### config.mk
export PLATFORM = sky130hd
export DESIGN_NAME = evt_filter_counter
export DESIGN_NICKNAME = d
export VERILOG_FILES = /design/src/rtl/efc_pkg.sv /design/src/rtl/efc_regs.sv /design/src/rtl/efc_match.sv /design/src/rtl/efc_counter.sv /design/src/rtl/evt_filter_counter.sv
export SDC_FILE = /design/constraint.sdc
export NUM_CORES = 1
export LEC_CHECK = 0
export CAP_MARGIN = 30
export CORE_ASPECT_RATIO = 1.1
export CORE_UTILIZATION = 55
export DETAILED_ROUTE_END_ITERATION = 10
export DONT_BUFFER_PORTS = 1
export PLACE_DENSITY = 0.84
export REMOVE_ABC_BUFFERS = 1
export SLEW_MARGIN = 20
export SYNTH_ARGS = -nofsm -noshare
export SYNTH_HDL_FRONTEND = slang
export SYNTH_SLANG_ARGS = --single-unit
### constraint.sdc
create_clock -name clk -period 2.5 [get_ports clk]
set_input_delay 0.375 -clock clk [delete_from_list [all_inputs] [get_ports clk]]
set_output_delay 0.375 -clock clk [all_outputs]
set_load 0.02 [all_outputs]
### src/rtl/efc_pkg.sv
package efc_pkg;
   localparam int MR_W     = 64;
   localparam int ADDR_LO  = 3;
   localparam int ADDR_HI  = 39;
   localparam int MA_W     = ADDR_HI - ADDR_LO + 1;
   localparam int OPC_LO   = 40;
   localparam int CLS_LO   = 44;
   localparam int SEL_LO   = 62;
   localparam int FLD_W    = 4;

   typedef enum logic [1:0] {
      MS_OFF  = 2'b00,
      MS_ADDR = 2'b01,
      MS_OPC  = 2'b10,
      MS_BOTH = 2'b11
   } msel_e;

   localparam logic [1:0] RA_EVT   = 2'd0;
   localparam logic [1:0] RA_MATCH = 2'd1;
   localparam logic [1:0] RA_COUNT = 2'd2;
   localparam logic [1:0] RA_STAT  = 2'd3;

   typedef struct packed {
      msel_e              sel;
      logic [FLD_W-1:0]   cls;
      logic [FLD_W-1:0]   opc;
      logic [MA_W-1:0]    addr;
   } match_cfg_t;
endpackage

### src/rtl/efc_regs.sv
module efc_regs
   import efc_pkg::*;
#(
   parameter int EVT_W = 8,
   parameter int CNT_W = 48
) (
   input  logic              clk,
   input  logic              rst_n,
   input  logic              we,
   input  logic [1:0]        addr,
   input  logic [MR_W-1:0]   wdata,
   input  logic [CNT_W-1:0]  count,
   input  logic              ovf,
   output logic [EVT_W-1:0]  evt_sel,
   output match_cfg_t        mcfg,
   output logic              cnt_wr,
   output logic [MR_W-1:0]   rdata
);
   logic unused_wbits;
   assign unused_wbits = ^{wdata[SEL_LO-1:CLS_LO+FLD_W], wdata[ADDR_LO-1:0]};

   assign cnt_wr = we && (addr == RA_COUNT);

   always_ff @(posedge clk) begin
      if (!rst_n) begin
         evt_sel <= '0;
         mcfg    <= '0;
      end else if (we) begin
         if (addr == RA_EVT)
            evt_sel <= wdata[EVT_W-1:0];
         if (addr == RA_MATCH) begin
            mcfg.sel  <= msel_e'(wdata[SEL_LO+1:SEL_LO]);
            mcfg.cls  <= wdata[CLS_LO+FLD_W-1:CLS_LO];
            mcfg.opc  <= wdata[OPC_LO+FLD_W-1:OPC_LO];
            mcfg.addr <= wdata[ADDR_HI:ADDR_LO];
         end
      end
   end

   always_comb begin
      rdata = '0;
      case (addr)
         RA_EVT:   rdata[EVT_W-1:0] = evt_sel;
         RA_MATCH: begin
            rdata[SEL_LO+1:SEL_LO]          = mcfg.sel;
            rdata[CLS_LO+FLD_W-1:CLS_LO]    = mcfg.cls;
            rdata[OPC_LO+FLD_W-1:OPC_LO]    = mcfg.opc;
            rdata[ADDR_HI:ADDR_LO]          = mcfg.addr;
         end
         RA_COUNT: rdata[CNT_W-1:0] = count;
         default:  rdata[0] = ovf;
      endcase
   end
endmodule

### src/rtl/efc_match.sv
module efc_match
   import efc_pkg::*;
#(
   parameter int SLICE_W = 8
) (
   input  match_cfg_t        mcfg,
   input  logic [MA_W-1:0]   req_addr,
   input  logic [FLD_W-1:0]  req_opc,
   input  logic [FLD_W-1:0]  req_cls,
   output logic              hit
);
   localparam int NSL = (MA_W + SLICE_W - 1) / SLICE_W;

   logic [NSL-1:0] slice_eq;
   logic           addr_eq;
   logic           op_eq;

   for (genvar g = 0; g < NSL; g++) begin : g_slice
      localparam int LO = g * SLICE_W;
      localparam int HI = (LO + SLICE_W - 1 > MA_W - 1) ? MA_W - 1 : LO + SLICE_W - 1;
      assign slice_eq[g] = (req_addr[HI:LO] == mcfg.addr[HI:LO]);
   end

   assign addr_eq = &slice_eq;
   assign op_eq   = (req_opc == mcfg.opc) && (req_cls == mcfg.cls);

   always_comb begin
      case (mcfg.sel)
         MS_ADDR: hit = addr_eq;
         MS_OPC:  hit = op_eq;
         MS_BOTH: hit = addr_eq && op_eq;
         default: hit = 1'b0;
      endcase
   end
endmodule

### src/rtl/efc_counter.sv
module efc_counter #(
   parameter int CNT_W = 48
) (
   input  logic              clk,
   input  logic              rst_n,
   input  logic              clr,
   input  logic              wr,
   input  logic [CNT_W-1:0]  wdata,
   input  logic              inc,
   output logic [CNT_W-1:0]  count,
   output logic              ovf
);
   logic [CNT_W:0] sum;
   assign sum = {1'b0, count} + {{CNT_W{1'b0}}, 1'b1};

   always_ff @(posedge clk) begin
      if (!rst_n || clr) begin
         count <= '0;
         ovf   <= 1'b0;
      end else if (wr) begin
         count <= wdata;
      end else if (inc) begin
         count <= sum[CNT_W-1:0];
         if (sum[CNT_W])
            ovf <= 1'b1;
      end
   end
endmodule

### src/rtl/evt_filter_counter.sv
module evt_filter_counter
   import efc_pkg::*;
#(
   parameter int          PADDR_W    = 40,
   parameter int          CNT_W      = 48,
   parameter int          EVT_W      = 8,
   parameter int          SLICE_W    = 8,
   parameter logic [7:0]  MATCH_CODE = 8'h35
) (
   input  logic                clk,
   input  logic                rst_n,
   input  logic                cfg_we,
   input  logic [1:0]          cfg_addr,
   input  logic [63:0]         cfg_wdata,
   output logic [63:0]         cfg_rdata,
   input  logic                cnt_en,
   input  logic                cnt_clr,
   input  logic                txn_valid,
   input  logic [PADDR_W-1:0]  txn_paddr,
   input  logic [3:0]          txn_opcode,
   input  logic [3:0]          txn_class,
   output logic [CNT_W-1:0]    count_o,
   output logic                ovf_o
);
   if (PADDR_W != ADDR_HI + 1) begin : g_bad_paddr
      $error("PADDR_W must equal the match register address span");
   end
   if (CNT_W < 1 || CNT_W > 64) begin : g_bad_cnt
      $error("CNT_W must lie in 1..64");
   end
   if (EVT_W < 8 || EVT_W > 64) begin : g_bad_evt
      $error("EVT_W must lie in 8..64");
   end
   if (SLICE_W < 1) begin : g_bad_slice
      $error("SLICE_W must be positive");
   end

   logic unused_paddr_lo;
   assign unused_paddr_lo = ^txn_paddr[ADDR_LO-1:0];

   logic [EVT_W-1:0]  evt_sel;
   match_cfg_t        mcfg;
   logic              cnt_wr;

   logic              stg_vld;
   logic [MA_W-1:0]   stg_addr;
   logic [FLD_W-1:0]  stg_opc;
   logic [FLD_W-1:0]  stg_cls;
   logic              flt_hit;
   logic              inc;

   efc_regs #(.EVT_W(EVT_W), .CNT_W(CNT_W)) u_regs (
      .clk     (clk),
      .rst_n   (rst_n),
      .we      (cfg_we),
      .addr    (cfg_addr),
      .wdata   (cfg_wdata),
      .count   (count_o),
      .ovf     (ovf_o),
      .evt_sel (evt_sel),
      .mcfg    (mcfg),
      .cnt_wr  (cnt_wr),
      .rdata   (cfg_rdata)
   );

   always_ff @(posedge clk) begin
      if (!rst_n) begin
         stg_vld  <= 1'b0;
         stg_addr <= '0;
         stg_opc  <= '0;
         stg_cls  <= '0;
      end else begin
         stg_vld  <= txn_valid && cnt_en;
         stg_addr <= txn_paddr[ADDR_HI:ADDR_LO];
         stg_opc  <= txn_opcode;
         stg_cls  <= txn_class;
      end
   end

   efc_match #(.SLICE_W(SLICE_W)) u_match (
      .mcfg     (mcfg),
      .req_addr (stg_addr),
      .req_opc  (stg_opc),
      .req_cls  (stg_cls),
      .hit      (flt_hit)
   );

   assign inc = stg_vld && flt_hit && (evt_sel == EVT_W'(MATCH_CODE));

   efc_counter #(.CNT_W(CNT_W)) u_cnt (
      .clk   (clk),
      .rst_n (rst_n),
      .clr   (cnt_clr),
      .wr    (cnt_wr),
      .wdata (cfg_wdata[CNT_W-1:0]),
      .inc   (inc),
      .count (count_o),
      .ovf   (ovf_o)
   );
endmodule

==> out/qor.csv <==
metric,value,unit
signal arrival time at the worst endpoint,2.92,ns
Sum Neg Setup Slack,-0.601,ns
multi-input combinational cell area,0.00446,mm²
TritonCTS buffer count,17,
CTS H-tree depth,4,
yosys warns,0,
critical path class,flip-flop to flip-flop,
Starting Density,56.5,%
CP Capture Type,flip-flop,
Register Area,0.00303,mm²
Final Setup Violations,14,
CTS tree,built,
asr flop ratio synth,0,%
Synth Flop Type,dfxtp_1,
Cell Int Power,4310,µW
hold_sp,txn_paddr[22],
GR Overflow Total,0,
Post-Route Skew,0.0153,ns
layout cells sized above 1,26.1,%
clock root buffer,clkbuf_16,
number of synthesized register bits,150,
Total Power,5740,µW
VDD IR max,422,µV
fillers,994,
Max Clock Freq,0.389,GHz
Slew HR,58.2,%
switching portion of total power,25.0,%
initial antenna violation count,8,
"commonest cells after routing, fill and taps aside","buf_4, dfxtp_1, nand2_1",
PwrDens,592,mW/mm²
Initial DRT Pass Iterations,7,
GRT Total Usage,33.2,%
Leak,0.00355,µW
Fin. Hold Viols,0,
number of port buffers,0,
min cycle time layout,2.57,ns
startpoint type of the worst setup path,flip-flop,
"Cell Area, Synth",0.00749,mm²
core region area,0.0133,mm²
sw power,1430,µW
P&R area growth vs syn,29.5,%
max-slew violations,0,
CTS Buffer Depth,2,
vias per cell,6.13,
Max Cap Viol,0,
Worst-Margin Slew,0.627,ns
"Data required, critical path",2.85,ns
Flop pwr share,44.3,%
CP Buf/Inv Count,0,
Post-CTS Hold Fix Bufs,0,
"leading cell type in the layout, fill and taps excluded",buf_4,
hpwl dp,15.6,mm
routability cong.,0.922,
Worst path slowest cell,or4_4,
clk sinks,150,
remaining antenna violation count,0,
Tcrit/Tclk final,103,%
Total Die Area,0.0141,mm²
Critical R2R Launch,u_cnt.count[6]$_SDFFE_PP0P_,
final net count,1143,
worst setup slack after layout,-0.0732,ns
status,"complete, but fails checks",
clk slew on worst S/H paths,0.06,ns
syn_area_per_cell,8.34,µm²
"CP delay by family, top",simple AND/OR/NAND/NOR gates,
failing checks,negative setup slack,
1st-iter DRT viols,848,
largest net degree at the start of global routing,103,
vias in the first global route,6919,
Min-Delay Path Class,input pin to flip-flop,
Crit Path Max Fanout,7,
die height,124,µm
Post-synth EDFFs,0,
CP most frequent cell,or4_4,
critical path cell sequence,nand4_1 > or4_4 > or2_4 > or4_4 > or4_1 > a31oi_1,
DR WL/cell,20.0,µm
worst-skew pair later-pin latency,0.43,ns
Synth Instances,898,
RSZ-0062 raised after global routing,yes,
DRC,0,
synth unique cells,48,
"Seq/Total Area, Yosys",40.1,%
chip width,113,µm
Total Wirelength,24.5,mm
Critical Path Start,u_cnt.count[6]$_SDFFE_PP0P_,
row count,44,
Vias,7498,
I/O Pins,233,
Critical Path Max Stage Delay,0.58,ns
power share of the clock group,45.5,%
global-route wire length before repair,36.0,mm
Comb power frac,10.2,%
worst paths after layout:
check                                      end  slack [ns]  depth (start not counted)
setup / recovery  u_cnt.count[34]$_SDFFE_PP0P_       -0.07                          6
hold reg to reg   u_regs.mcfg[32]$_SDFFE_PN0P_        0.49                          2
hold / removal         stg_addr[19]$_SDFF_PN0_        0.07                          1
setup reg to reg  u_cnt.count[34]$_SDFFE_PP0P_       -0.07                          6
final cells by class:
class	instances	area share, %
Multi-Input combinational cell	672	46.0
Sequential cell	150	31.2
Timing Repair Buffer	163	13.5
Clock buffer	19	4.57
Tap cell	184	2.37
Clock inverter	13	1.60
Inverter	14	0.542
Antenna cell	8	0.206
Yosys cell counts (all sizes together), types with 25 or more instances:
cell type	instances	share of area, %
o21ai	61	4.1
a21boi	55	5.5
nor2b	44	3.7
nand2	127	6.4
clkbuf	52	2.6
buf	25	2.3
a21oi	26	1.7
xnor2	33	3.9
nor4	31	2.7
dfxtp	150	40
and2	52	4.3
a22oi	41	4.1
xor2	38	4.4
kinds of logic (layout without fill, tap and decap cells):
group / Yosys count / in the layout / share of synthesized area (%)
and+or+nand+nor: 357 / 359 / 25.8
AOI/OAI and AO/OA: 223 / 223 / 19.4
DFF: 150 / 150 / 40.1
buffers and inverters: 91 / 209 / 5.60
xor gates and xnor gates: 71 / 71 / 8.30
adders and majority gates: 5 / 5 / 0.835
other: 1 / 22 / 0.0501
through the flow:
step,util [%],setup WS (ns),hold slack (ns),cell area (µm²),instances
6_report,73.1,-0.0732,0.0667,9700,1223
5_1_grt,73.1,-0.165,0.0598,9700,1222
4_1_cts,70.8,-0.0488,0.0616,9390,1213
3_5_place_dp,64.7,-0.154,0.488,8580,1168
3_3_place_gp,64.7,-0.0947,0.470,8580,1168
2_1_floorplan,-,-1.18,0.456,7170,834
what timing repair did:
item,4_1_cts,5_1_grt
pin swaps,18,32
buffers inserted,10,2
gates cloned,3,0
gates resized for setup,28,50
endpoints found under the setup margin,23,41
state kept, by name (all words and copies together) (netlist names):
register / flops
stg_addr: 37
stg_cls: 4
stg_opc: 4
stg_vld: 1
u_cnt.count: 48
u_cnt.ovf: 1
u_regs.evt_sel: 8
u_regs.mcfg: 47
per-layer routing:
layer	share of wire, %	vias to the layer above	global-route usage (%)
li1	-	3383	-
met2	48	501	54.1
met3	9.9	112	8.52
met5	0.053	-	0
met1	36	3500	39.1
met4	5.4	2	19.8
power by group through the flow:
stage	clock [µW]	sequential [µW]	combinational, µW
after floorplan	0	2610	305
after global placement	0	2580	526
after detailed placement	0	2590	536
after CTS	2620	2540	558
after global routing	2720	2550	626
final	2610	2540	586
(Power assumes the default switching activity.)
